**src/rtl/acl_rx_pkg.sv**
```systemverilog
package acl_rx_pkg;
  localparam int DEF_SLOT_W    = 20;
  localparam int DEF_NUM_SLOTS = 12;
  localparam int DEF_HDR_W     = 16;

  function automatic int frame_bits(input int hdr_w, input int slot_w, input int num_slots);
    return hdr_w + slot_w * num_slots;
  endfunction
endpackage

```
**src/rtl/acl_rst_sync.sv**
```systemverilog
module acl_rst_sync (
  input  logic clk_n,
  input  logic arst_n,
  output logic srst_n
);
  logic [1:0] stage_q;

  always_ff @(negedge clk_n or negedge arst_n) begin
    if (!arst_n) stage_q <= 2'b00;
    else         stage_q <= {stage_q[0], 1'b1};
  end

  assign srst_n = stage_q[1];
endmodule

```
**src/rtl/acl_frame_track.sv**
```systemverilog
module acl_frame_track #(
  parameter int HDR_W     = 16,
  parameter int SLOT_W    = 20,
  parameter int NUM_SLOTS = 12,
  parameter int CNT_W     = 8
) (
  input  logic             bit_clk,
  input  logic             rst_n,
  input  logic             sync_i,
  output logic             bit_vld_o,
  output logic [CNT_W-1:0] bit_idx_o,
  output logic             frame_err_o
);
  localparam int             FRAME_BITS = HDR_W + SLOT_W * NUM_SLOTS;
  localparam logic [CNT_W-1:0] LAST_IDX = CNT_W'(FRAME_BITS - 1);

  logic             sync_prev_q, sync_prev_d;
  logic             active_q, active_d;
  logic [CNT_W-1:0] cnt_q, cnt_d;
  logic             err_q, err_d;
  logic             rise;

  always_comb begin
    rise        = sync_i & ~sync_prev_q;
    sync_prev_d = sync_i;
    active_d    = active_q;
    cnt_d       = cnt_q;
    err_d       = 1'b0;
    if (rise) begin
      active_d = 1'b1;
      cnt_d    = '0;
      err_d    = active_q && (cnt_q != LAST_IDX);
    end else if (active_q) begin
      if (cnt_q == LAST_IDX) begin
        active_d = 1'b0;
        cnt_d    = '0;
      end else begin
        cnt_d = cnt_q + CNT_W'(1);
      end
    end
  end

  // marker history resets high so a marker already high is not a rise
  always_ff @(negedge bit_clk or negedge rst_n) begin
    if (!rst_n) begin
      sync_prev_q <= 1'b1;
      active_q    <= 1'b0;
      cnt_q       <= '0;
      err_q       <= 1'b0;
    end else begin
      sync_prev_q <= sync_prev_d;
      active_q    <= active_d;
      cnt_q       <= cnt_d;
      err_q       <= err_d;
    end
  end

  assign bit_vld_o   = active_q;
  assign bit_idx_o   = cnt_q;
  assign frame_err_o = err_q;

  assert_err_single_R7: assert property (@(negedge bit_clk) disable iff (!rst_n)
    frame_err_o |=> !frame_err_o);
  assert_err_restart_R7: assert property (@(negedge bit_clk) disable iff (!rst_n)
    frame_err_o |-> (bit_vld_o && bit_idx_o == '0));
  assert_idle_after_full_R8: assert property (@(negedge bit_clk) disable iff (!rst_n)
    (bit_vld_o && bit_idx_o == LAST_IDX && !sync_i) |=> !bit_vld_o);
endmodule

```
**src/rtl/acl_hdr_capture.sv**
```systemverilog
module acl_hdr_capture #(
  parameter int HDR_W     = 16,
  parameter int NUM_SLOTS = 12,
  parameter int CNT_W     = 8
) (
  input  logic               bit_clk,
  input  logic               rst_n,
  input  logic               bit_vld_i,
  input  logic [CNT_W-1:0]   bit_idx_i,
  input  logic               sdata_i,
  output logic [NUM_SLOTS:0] tags_o
);
  localparam int TAG_W = NUM_SLOTS + 1;

  logic [TAG_W-1:0] sh_q, sh_d;
  logic [TAG_W-1:0] tags_q, tags_d;
  logic             shift_en, publish_en;

  always_comb begin
    shift_en   = bit_vld_i && (bit_idx_i < CNT_W'(TAG_W));
    publish_en = bit_vld_i && (bit_idx_i == CNT_W'(HDR_W - 1));
    sh_d       = sh_q;
    tags_d     = tags_q;
    if (shift_en)   sh_d   = {sh_q[TAG_W-2:0], sdata_i};
    if (publish_en) tags_d = sh_q;
  end

  always_ff @(negedge bit_clk or negedge rst_n) begin
    if (!rst_n) begin
      sh_q   <= '0;
      tags_q <= '0;
    end else begin
      sh_q   <= sh_d;
      tags_q <= tags_d;
    end
  end

  assign tags_o = tags_q;

  assert_tags_hold_R3: assert property (@(negedge bit_clk) disable iff (!rst_n)
    !(bit_vld_i && bit_idx_i == CNT_W'(HDR_W - 1)) |=> $stable(tags_o));
endmodule

```
**src/rtl/acl_slot_deser.sv**
```systemverilog
module acl_slot_deser #(
  parameter int HDR_W     = 16,
  parameter int SLOT_W    = 20,
  parameter int NUM_SLOTS = 12,
  parameter int CNT_W     = 8
) (
  input  logic                           bit_clk,
  input  logic                           rst_n,
  input  logic                           bit_vld_i,
  input  logic [CNT_W-1:0]               bit_idx_i,
  input  logic                           sdata_i,
  input  logic [NUM_SLOTS:0]             tags_i,
  output logic                           slot_stb_o,
  output logic [$clog2(NUM_SLOTS+1)-1:0] slot_num_o,
  output logic [SLOT_W-1:0]              slot_word_o
);
  localparam int SB_W       = $clog2(SLOT_W);
  localparam int SNUM_W     = $clog2(NUM_SLOTS + 1);
  localparam int FRAME_BITS = HDR_W + SLOT_W * NUM_SLOTS;

  logic [SLOT_W-2:0] sh_q, sh_d;
  logic [SB_W-1:0]   sb_q, sb_d;
  logic [SNUM_W-1:0] sn_q, sn_d;
  logic              stb_q, stb_d;
  logic [SNUM_W-1:0] num_q, num_d;
  logic [SLOT_W-1:0] word_q, word_d;
  logic              hdr_end, in_slot, slot_tag;

  function automatic logic tag_at(input logic [NUM_SLOTS:0] t, input logic [SNUM_W-1:0] n);
    logic r;
    r = 1'b0;
    for (int k = 1; k <= NUM_SLOTS; k++)
      if (n == SNUM_W'(k)) r = t[NUM_SLOTS-k];
    return r;
  endfunction

  always_comb begin
    hdr_end  = bit_vld_i && (bit_idx_i == CNT_W'(HDR_W - 1));
    in_slot  = bit_vld_i && (bit_idx_i >= CNT_W'(HDR_W));
    slot_tag = tag_at(tags_i, sn_q);
    sh_d     = sh_q;
    sb_d     = sb_q;
    sn_d     = sn_q;
    stb_d    = 1'b0;
    num_d    = num_q;
    word_d   = word_q;
    if (hdr_end) begin
      sb_d = '0;
      sn_d = SNUM_W'(1);
    end else if (in_slot) begin
      sh_d = {sh_q[SLOT_W-3:0], sdata_i};
      if (sb_q == SB_W'(SLOT_W - 1)) begin
        sb_d = '0;
        if (sn_q != SNUM_W'(NUM_SLOTS)) sn_d = sn_q + SNUM_W'(1);
        if (tags_i[NUM_SLOTS] && slot_tag) begin
          stb_d  = 1'b1;
          num_d  = sn_q;
          word_d = {sh_q, sdata_i};
        end
      end else begin
        sb_d = sb_q + SB_W'(1);
      end
    end
  end

  always_ff @(negedge bit_clk or negedge rst_n) begin
    if (!rst_n) begin
      sh_q   <= '0;
      sb_q   <= '0;
      sn_q   <= '0;
      stb_q  <= 1'b0;
      num_q  <= '0;
      word_q <= '0;
    end else begin
      sh_q   <= sh_d;
      sb_q   <= sb_d;
      sn_q   <= sn_d;
      stb_q  <= stb_d;
      num_q  <= num_d;
      word_q <= word_d;
    end
  end

  assign slot_stb_o  = stb_q;
  assign slot_num_o  = num_q;
  assign slot_word_o = word_q;

  assert_stb_gated_R5: assert property (@(negedge bit_clk) disable iff (!rst_n)
    slot_stb_o |-> (tags_i[NUM_SLOTS] && tag_at(tags_i, slot_num_o)));
  assert_stb_single_R4: assert property (@(negedge bit_clk) disable iff (!rst_n)
    slot_stb_o |=> !slot_stb_o);
  assert_num_range_R4: assert property (@(negedge bit_clk) disable iff (!rst_n)
    slot_stb_o |-> (slot_num_o >= SNUM_W'(1) && slot_num_o <= SNUM_W'(NUM_SLOTS)));
  assert_frame_align_R2: assert property (@(negedge bit_clk) disable iff (!rst_n)
    (bit_vld_i && bit_idx_i == CNT_W'(FRAME_BITS - 1)) |->
      (sb_q == SB_W'(SLOT_W - 1) && sn_q == SNUM_W'(NUM_SLOTS)));
endmodule

```
**src/rtl/acl_out_frame_rx.sv**
```systemverilog
module acl_out_frame_rx
  import acl_rx_pkg::*;
#(
  parameter int SLOT_W    = DEF_SLOT_W,
  parameter int NUM_SLOTS = DEF_NUM_SLOTS,
  parameter int HDR_W     = DEF_HDR_W
) (
  input  logic                           bit_clk,
  input  logic                           rst_n,
  input  logic                           sync_in,
  input  logic                           sdata_in,
  output logic                           slot_stb,
  output logic [$clog2(NUM_SLOTS+1)-1:0] slot_num,
  output logic [SLOT_W-1:0]              slot_word,
  output logic [NUM_SLOTS:0]             frame_tags,
  output logic                           frame_err
);
  localparam int FRAME_BITS = frame_bits(HDR_W, SLOT_W, NUM_SLOTS);
  localparam int CNT_W      = $clog2(FRAME_BITS);

  logic             srst_n;
  logic             bit_vld;
  logic [CNT_W-1:0] bit_idx;

  acl_rst_sync u_rst (
    .clk_n  (bit_clk),
    .arst_n (rst_n),
    .srst_n (srst_n)
  );

  acl_frame_track #(
    .HDR_W(HDR_W), .SLOT_W(SLOT_W), .NUM_SLOTS(NUM_SLOTS), .CNT_W(CNT_W)
  ) u_track (
    .bit_clk     (bit_clk),
    .rst_n       (srst_n),
    .sync_i      (sync_in),
    .bit_vld_o   (bit_vld),
    .bit_idx_o   (bit_idx),
    .frame_err_o (frame_err)
  );

  acl_hdr_capture #(
    .HDR_W(HDR_W), .NUM_SLOTS(NUM_SLOTS), .CNT_W(CNT_W)
  ) u_hdr (
    .bit_clk   (bit_clk),
    .rst_n     (srst_n),
    .bit_vld_i (bit_vld),
    .bit_idx_i (bit_idx),
    .sdata_i   (sdata_in),
    .tags_o    (frame_tags)
  );

  acl_slot_deser #(
    .HDR_W(HDR_W), .SLOT_W(SLOT_W), .NUM_SLOTS(NUM_SLOTS), .CNT_W(CNT_W)
  ) u_deser (
    .bit_clk     (bit_clk),
    .rst_n       (srst_n),
    .bit_vld_i   (bit_vld),
    .bit_idx_i   (bit_idx),
    .sdata_i     (sdata_in),
    .tags_i      (frame_tags),
    .slot_stb_o  (slot_stb),
    .slot_num_o  (slot_num),
    .slot_word_o (slot_word)
  );
endmodule

```
**config.mk**
```make
export PLATFORM = sky130hd
export DESIGN_NAME = acl_out_frame_rx
export DESIGN_NICKNAME = d
export VERILOG_FILES = /design/src/rtl/acl_rx_pkg.sv /design/src/rtl/acl_rst_sync.sv /design/src/rtl/acl_frame_track.sv /design/src/rtl/acl_hdr_capture.sv /design/src/rtl/acl_slot_deser.sv /design/src/rtl/acl_out_frame_rx.sv
export SDC_FILE = /design/constraint.sdc
export NUM_CORES = 1
export LEC_CHECK = 0
export BUFFER_PORTS_ARGS = -buffer_cell sky130_fd_sc_hd__buf_2
export CORE_ASPECT_RATIO = 1.2
export CORE_UTILIZATION = 55
export DETAILED_ROUTE_END_ITERATION = 7
export PLACE_DENSITY_LB_ADDON = 0.08
export SKIP_CTS_REPAIR_TIMING = 1
export SLEW_MARGIN = 15
export SYNTH_ARGS = -nofsm -noshare
export SYNTH_HDL_FRONTEND = slang
export SYNTH_SLANG_ARGS = --single-unit
```
**constraint.sdc**
```tcl
create_clock -name bit_clk -period 3.8 [get_ports bit_clk]
set_input_delay 0.57 -clock bit_clk [delete_from_list [all_inputs] [get_ports bit_clk]]
set_output_delay 0.57 -clock bit_clk [all_outputs]
set_load 0.03 [all_outputs]
```
==> summary.txt, run 1 <==
Run status
  – Status: completed

STA
  – Worst setup margin: 292 ps
  – Fin. Hold Viols: 0
  – Post-route setup TNS: 0 ps
  – Max Slew Vio Count: 0
  – Final Skew: 55.0 ps
  – RSZ-0062 raised after global routing: no
  – Rel. slew slack: 40.5%
  – Slew @ Worst Pin: 893 ps
  – Hold slack: 235 ps
  – Final setup violation count: 0

Placement
  – Hpwl dp: 4610 um
  – I/O Buffers: 42
  – Area after DPL: 4310 um^2
  – Gpl congestion: 0.752
  – Placed insts: 447
  – Place WS: 216 ps

Clocking
  – CTS buffer count: 9
  – Clk buf depth: 2
  – CTS clk-pin slew, worst paths: 70 ps
  – Root buffer cell: clkbuf_8
  – TritonCTS clock tree: yes
  – Worst skew pair latency: 390 ps
  – Clock Sinks: 92
  – CTS HTree Levels: 3

Setup path
  – CP required: 3230 ps
  – Reg2Reg Setup Slack: 1180 ps
  – Critical path cell sequence: buf_2
  – Worst setup EP type: output pin
  – CP bufs+invs: 1
  – CP Max Fanout: 4
  – WP data arrival: 2940 ps
  – Slowest stage delay, CP: 480 ps
  – Capturing point of the worst reg2reg path: u_deser.slot_num_o[2]$_DFFE_NN0P_
  – Startpoint Class: register
  – WS Path Type: register to output pin
  – Reg-to-reg startpoint: u_deser.sn_q[0]$_DFFE_NN0P_
  – Critical path's top delay family: flip-flops
  – Crit-path slowest cell: dfrtn_1
  – Worst-case reg-to-reg path depth: 8

Hold path
  – Hold Crit Class: register to async pin

Finish
  – Fin area: 4500 um^2
  – Area growth syn-to-layout: 11.9%
  – Final nets: 382
  – Most frequent cells in the layout: dfrtn_1, nand2_1, buf_2, mux2_4, mux2_2
  – # diodes: 0
  – Non-filler instance count after layout: 463
  – Layout Utilization: 64.9%
  – Commonest non-fill, non-tap cell in the layout: dfrtn_1
  – Fill cells: 536
  – Share of cells above drive strength 1: 32.2%

Yosys
  – Yosys reg bits: 92
  – Syn avg cell area: 12.5 um^2
  – FFs w/ async S/R, synth: 100%
  – EDFF count, synth: 0
  – Syn Inst Count: 323
  – Sequential-to-total area share from yosys stat: 57.2%
  – Yosys Warn Count: 0
  – Leading register cell type out of synthesis: dfrtn_1
  – Count of different cell masters after synthesis: 44
  – Synth Cell Area: 4020 um^2
  – Syn nets: 334

Global route
  – First-pass GRT wire length: 11600 um
  – Largest net degree at the start of global routing: 54
  – Vias in the first global route: 2457
  – Total GRT Usage: 20.0%
  – Initial antenna violation count: 0
  – Total congestion overflow: 0

Pwr
  – Maximum VDD drop: 0.361 mV
  – Pwr per Cell Area: 597 nW/um^2
  – Pwr Total: 2.69 mW
  – Pleak: 2.40 nW

Run
  – Max_cap viols: 0

Die
  – Die Ht: 95.7 um
  – Die width: 80.1 um
  – Rows: 33
  – IO Pins: 43
  – Die area: 7660 um^2
  – Initial Util: 58.0%
  – Core area: 6940 um^2

Drt
  – Routed vias: 2514
  – Routed Antenna Nets: 0
  – Router iterations before antenna repair: 4
  – Drt wl/cell: 14.8 um
  – Detailed router's first-iteration violation count: 122
  – Vias per cell: 5.43
  – DRC viols: 0
  – WL final: 6860 um
## state kept, by name, indices dropped and copies added, names as in the netlist, 2 cells and up
name / cells
u_deser.sb_q: 5
u_track.bit_idx_o: 8
u_deser.slot_num_o: 4
u_hdr.sh_q: 13
u_deser.slot_word_o: 20
u_deser.sn_q: 4
u_deser.sh_q: 19
u_rst.stage_q: 2
u_hdr.tags_o: 13
## routing by layer
layer  routed length, um  track usage, %  up-vias
li1                    -               -     1191
met1                3230            26.9     1264
met2                3270            31.1       47
met3                 231            4.64       12
met4                 135            8.48        0
met5                   0               0        -
## worst max-delay path by stage
stage               cells past startpoint                        start  slack (ps)                          endpoint
global placement                        6                      sync_in         310  u_track.bit_idx_o[5]$_DFFE_NN0P_
global route                            1  u_hdr.tags_o[1]$_DFFE_NN0P_         260                     frame_tags[1]
CTS                                     1  u_hdr.tags_o[1]$_DFFE_NN0P_         280                     frame_tags[1]
floorplan                               5                      sync_in         410  u_track.bit_idx_o[5]$_DFFE_NN0P_
finish                                  1  u_hdr.tags_o[1]$_DFFE_NN0P_         290                     frame_tags[1]
detailed placement                      6                      sync_in         220  u_track.bit_idx_o[5]$_DFFE_NN0P_
## area by class of cell
type	count	area [um^2]	share of cell area (%)
Clock buffer	10	138	3.06
Clock inverter	7	57.6	1.28
Inverter	11	41.3	0.917
Multi-Input combinational cell	208	1600	35.5
Sequential cell	92	2300	51.2
Tap cell	87	109	2.42
Timing Repair Buffer	48	255	5.67
## power breakdown
| part | internal, mW | leakage, nW | switching, mW |
|---|---|---|---|
| logic | 0.291 | 1.08 | 0.353 |
| clock network | 0.270 | 0.101 | 0.369 |
| registers | 1.21 | 1.21 | 0.194 |
| total | 1.77 | 2.40 | 0.916 |
## logic make-up (layout without fill, tap and decap cells)
logic type	Yosys count	count (layout)	share of synthesized area, %
xor gates and xnor gates	8	8	1.74
and+or+nand+nor	108	108	11.7
muxes	55	55	18.3
other	1	1	0.0932
DFF	92	92	57.2
adders and majority gates	7	7	2.18
AOI/OAI and AO/OA	29	29	5.66
buffers and inverters	23	76	3.02
## cell usage after synthesis, types with 2 or more instances
library cell | count | area (um^2)
buf_6 | 4 | 45.0
nand4_1 | 2 | 12.5
a21oi_1 | 4 | 20.0
inv_1 | 12 | 45.0
mux2i_1 | 4 | 40.0
ha_1 | 7 | 87.6
nand3_1 | 4 | 20.0
mux2_2 | 21 | 236
nand2_1 | 71 | 267
nor2b_1 | 4 | 25.0
o21ai_0 | 10 | 50.1
clkbuf_1 | 5 | 18.8
nor2_1 | 14 | 52.6
nor3_1 | 3 | 15.0
xor2_1 | 3 | 26.3
mux2_4 | 29 | 435
xnor2_1 | 5 | 43.8
dfrtn_1 | 91 | 2280
nand3b_1 | 2 | 15.0
o31ai_1 | 4 | 30.0
Note: power is estimated with default switching activity, not from simulation.
==> inputs of run 2 (changes only) <==
--- a/config.mk
+++ b/config.mk
@@ -5,10 +5,11 @@
 export SDC_FILE = /design/constraint.sdc
 export NUM_CORES = 1
 export LEC_CHECK = 0
-export BUFFER_PORTS_ARGS = -buffer_cell sky130_fd_sc_hd__buf_2
 export CORE_ASPECT_RATIO = 1.2
 export CORE_UTILIZATION = 55
+export CTS_BUF_LIST = sky130_fd_sc_hd__clkbuf_8
 export DETAILED_ROUTE_END_ITERATION = 7
+export DONT_BUFFER_PORTS = 1
 export PLACE_DENSITY_LB_ADDON = 0.08
 export SKIP_CTS_REPAIR_TIMING = 1
 export SLEW_MARGIN = 15
==> run 2 against run 1 <==
  * Hold slack got worse by 11 ps
  * Combinational power decreased by 32%
  * Final cell count decreased by 9.5%
  * Non-clock buffer count decreased by 44
  * Sequential share of layout area increased by 2.7 points
  * Clock skew decreased by 4.0 ps
  * Register-to-register slack about the same
  * Die area unchanged
==> summary.txt, run 2 (synthesis results as in run 1) <==
Setup path
  – CP required: 3230 ps (about the same)
  – Critical path capture point: frame_tags[1]
  – Critical Path Stages: 0 (-1)
  – Reg-to-reg startpoint: u_deser.sn_q[0]$_DFFE_NN0P_
  – Capturing point of the worst reg2reg path: u_deser.slot_word_o[1]$_DFFE_NN0P_
  – Worst setup EP type: output pin
  – WS Path Type: register to output pin
  – CP Max Fanout: 4 (unchanged)
  – Startpoint Class: register
  – Worst-case reg-to-reg path depth: 8 (unchanged)
  – WP data arrival: 2880 ps (-60 ps)
  – CP Launch Point: u_hdr.tags_o[1]$_DFFE_NN0P_
  – Reg2Reg Setup Slack: 1180 ps (about the same)

Finish
  – Commonest non-fill, non-tap cell in the layout: dfrtn_1
  – Area of the multi-input gates: 1600 um^2 (unchanged)
  – Share of cells above drive strength 1: 23.2% (-9.0 points)
  – Register area: 2300 um^2 (unchanged)
  – Largest register FFs: 20 (unchanged)
  – Layout Utilization: 61.7% (-3.2 points)
  – Area growth syn-to-layout: 6.34%
  – Fill cells: 562 (+4.9%)
  – # diodes: 0 (unchanged)
  – Most frequent cells in the layout: dfrtn_1, nand2_1, mux2_4, mux2_2, nor2_1
  – Final nets: 338 (-12%)

STA
  – Max Slew Vio Count: 0 (unchanged)
  – Final Skew: 51.0 ps (-4.00 ps)
  – Post-route setup TNS: 0 ps (unchanged)
  – Slew @ Worst Pin: 916 ps (+23.0 ps)
  – Rel. slew slack: 38.2% (-2.3 points)
  – Fin. Hold Viols: 0 (unchanged)
  – Worst setup margin: 355 ps (+62.3 ps)
  – Final setup violation count: 0 (unchanged)
  – RSZ-0062 raised after global routing: no

Global route
  – Total congestion overflow: 0 (unchanged)
  – Vias in the first global route: 2302 (-6.3%)
  – Total GRT Usage: 19.3% (-0.63 points)
  – Initial antenna violation count: 0 (unchanged)
  – First-pass GRT wire length: 11200 um (-3.0%)
  – Largest net degree at the start of global routing: 57 (+5.6%)

Die
  – Die Ht: 95.7 um (unchanged)
  – IO Pins: 43 (unchanged)
  – Die area: 7660 um^2 (unchanged)
  – Rows: 33 (unchanged)
  – Die width: 80.1 um (unchanged)
  – Initial Util: 58.0% (unchanged)
  – Core area: 6940 um^2 (unchanged)

Drt
  – WL final: 6520 um (-4.9%)
  – Router iterations before antenna repair: 4 (unchanged)
  – Drt wl/cell: 15.6 um (+5.1%)
  – Detailed router's first-iteration violation count: 123 (+0.82%)
  – Vias per cell: 5.45 (+0.44%)
  – Routed vias: 2285 (-9.1%)
  – DRC viols: 0 (unchanged)
  – Routed Antenna Nets: 0 (unchanged)

Pwr
  – Maximum VDD drop: 0.373 mV (+3.5%)
  – Pwr per Cell Area: 613 nW/um^2 (+2.6%)
  – Pleak: 2.16 nW (-9.7%)

Clocking
  – CTS clk-pin slew, worst paths: 60 ps (about the same)
  – Clk buf depth: 2 (unchanged)
  – Worst skew pair latency: 380 ps (about the same)
  – Root buffer cell: clkbuf_8
  – CTS buffer count: 9 (unchanged)
  – Clock Sinks: 92 (unchanged)
  – TritonCTS clock tree: yes
  – CTS HTree Levels: 3 (unchanged)

Placement
  – Gpl congestion: 0.767 (+2.0%)
  – Place WS: 269 ps (+53.5 ps)
  – I/O Buffers: 0 (-100%)
  – Hpwl dp: 4350 um (-5.6%)

Run status
  – Status: completed

Run
  – Max_cap viols: 0 (unchanged)

Hold path
  – Hold Crit Class: register to async pin
==> run 2: stage by stage <==
step | cell area, um^2 | power [mW] | hold WS, ps | std cells
2_1_floorplan | 4020 | 1.88 | 292 | 323
3_3_place_gp | 4090 | 1.99 | 249 | 403
3_5_place_dp | 4090 | 2.01 | 249 | 403
4_1_cts | 4280 | 2.65 | 248 | 419
5_1_grt | 4280 | 2.78 | 287 | 419
6_report | 4280 | 2.62 | 224 | 419
==> run 2: final cells by class <==
| cell class | instances | area share (%) |
|---|---|---|
| flip-flops and latches | 92 | 53.8 |
| multi-input cells | 208 | 37.4 |
| clock inverters | 7 | 1.37 |
| clock buffers | 10 | 3.22 |
| repair buffers | 4 | 0.702 |
| inverters | 11 | 0.965 |
| well taps | 87 | 2.54 |
==> run 2: worst min path at each step <==
stage	to	slack, ps	cells past startpoint
global placement	u_deser.slot_word_o[4]$_DFFE_NN0P_	250	1
CTS	u_deser.slot_word_o[4]$_DFFE_NN0P_	250	1
floorplan	u_rst.stage_q[1]$_DFF_NN0_	290	0
finish	u_deser.slot_word_o[4]$_DFFE_NN0P_	220	1
detailed placement	u_deser.slot_word_o[4]$_DFFE_NN0P_	250	1
global route	u_deser.slot_word_o[4]$_DFFE_NN0P_	290	1
==> run 2: worst reg2reg max path, delay by kind of cell (launching register included) <==
kind            cells  cell delay [ps]
simple gates        2              200
compound gates      1               60
buf+inv             2              520
flops               1              530
mux                 2              890
fa+ha+maj           1              270
==> run 2: per-layer routing <==
metal  wire length (um)  GRT usage, %
met3                306          4.64
met4                 95          8.48
met1               3130          26.1
met2               2980          29.8
met5                  0             0
==> run 2: where the power goes <==
group          switching (mW)  internal, mW  leakage [nW]  total [mW]
clock network           0.369         0.271         0.105       0.640
registers               0.336          1.21          1.21        1.54
logic                   0.191         0.246         0.845       0.437
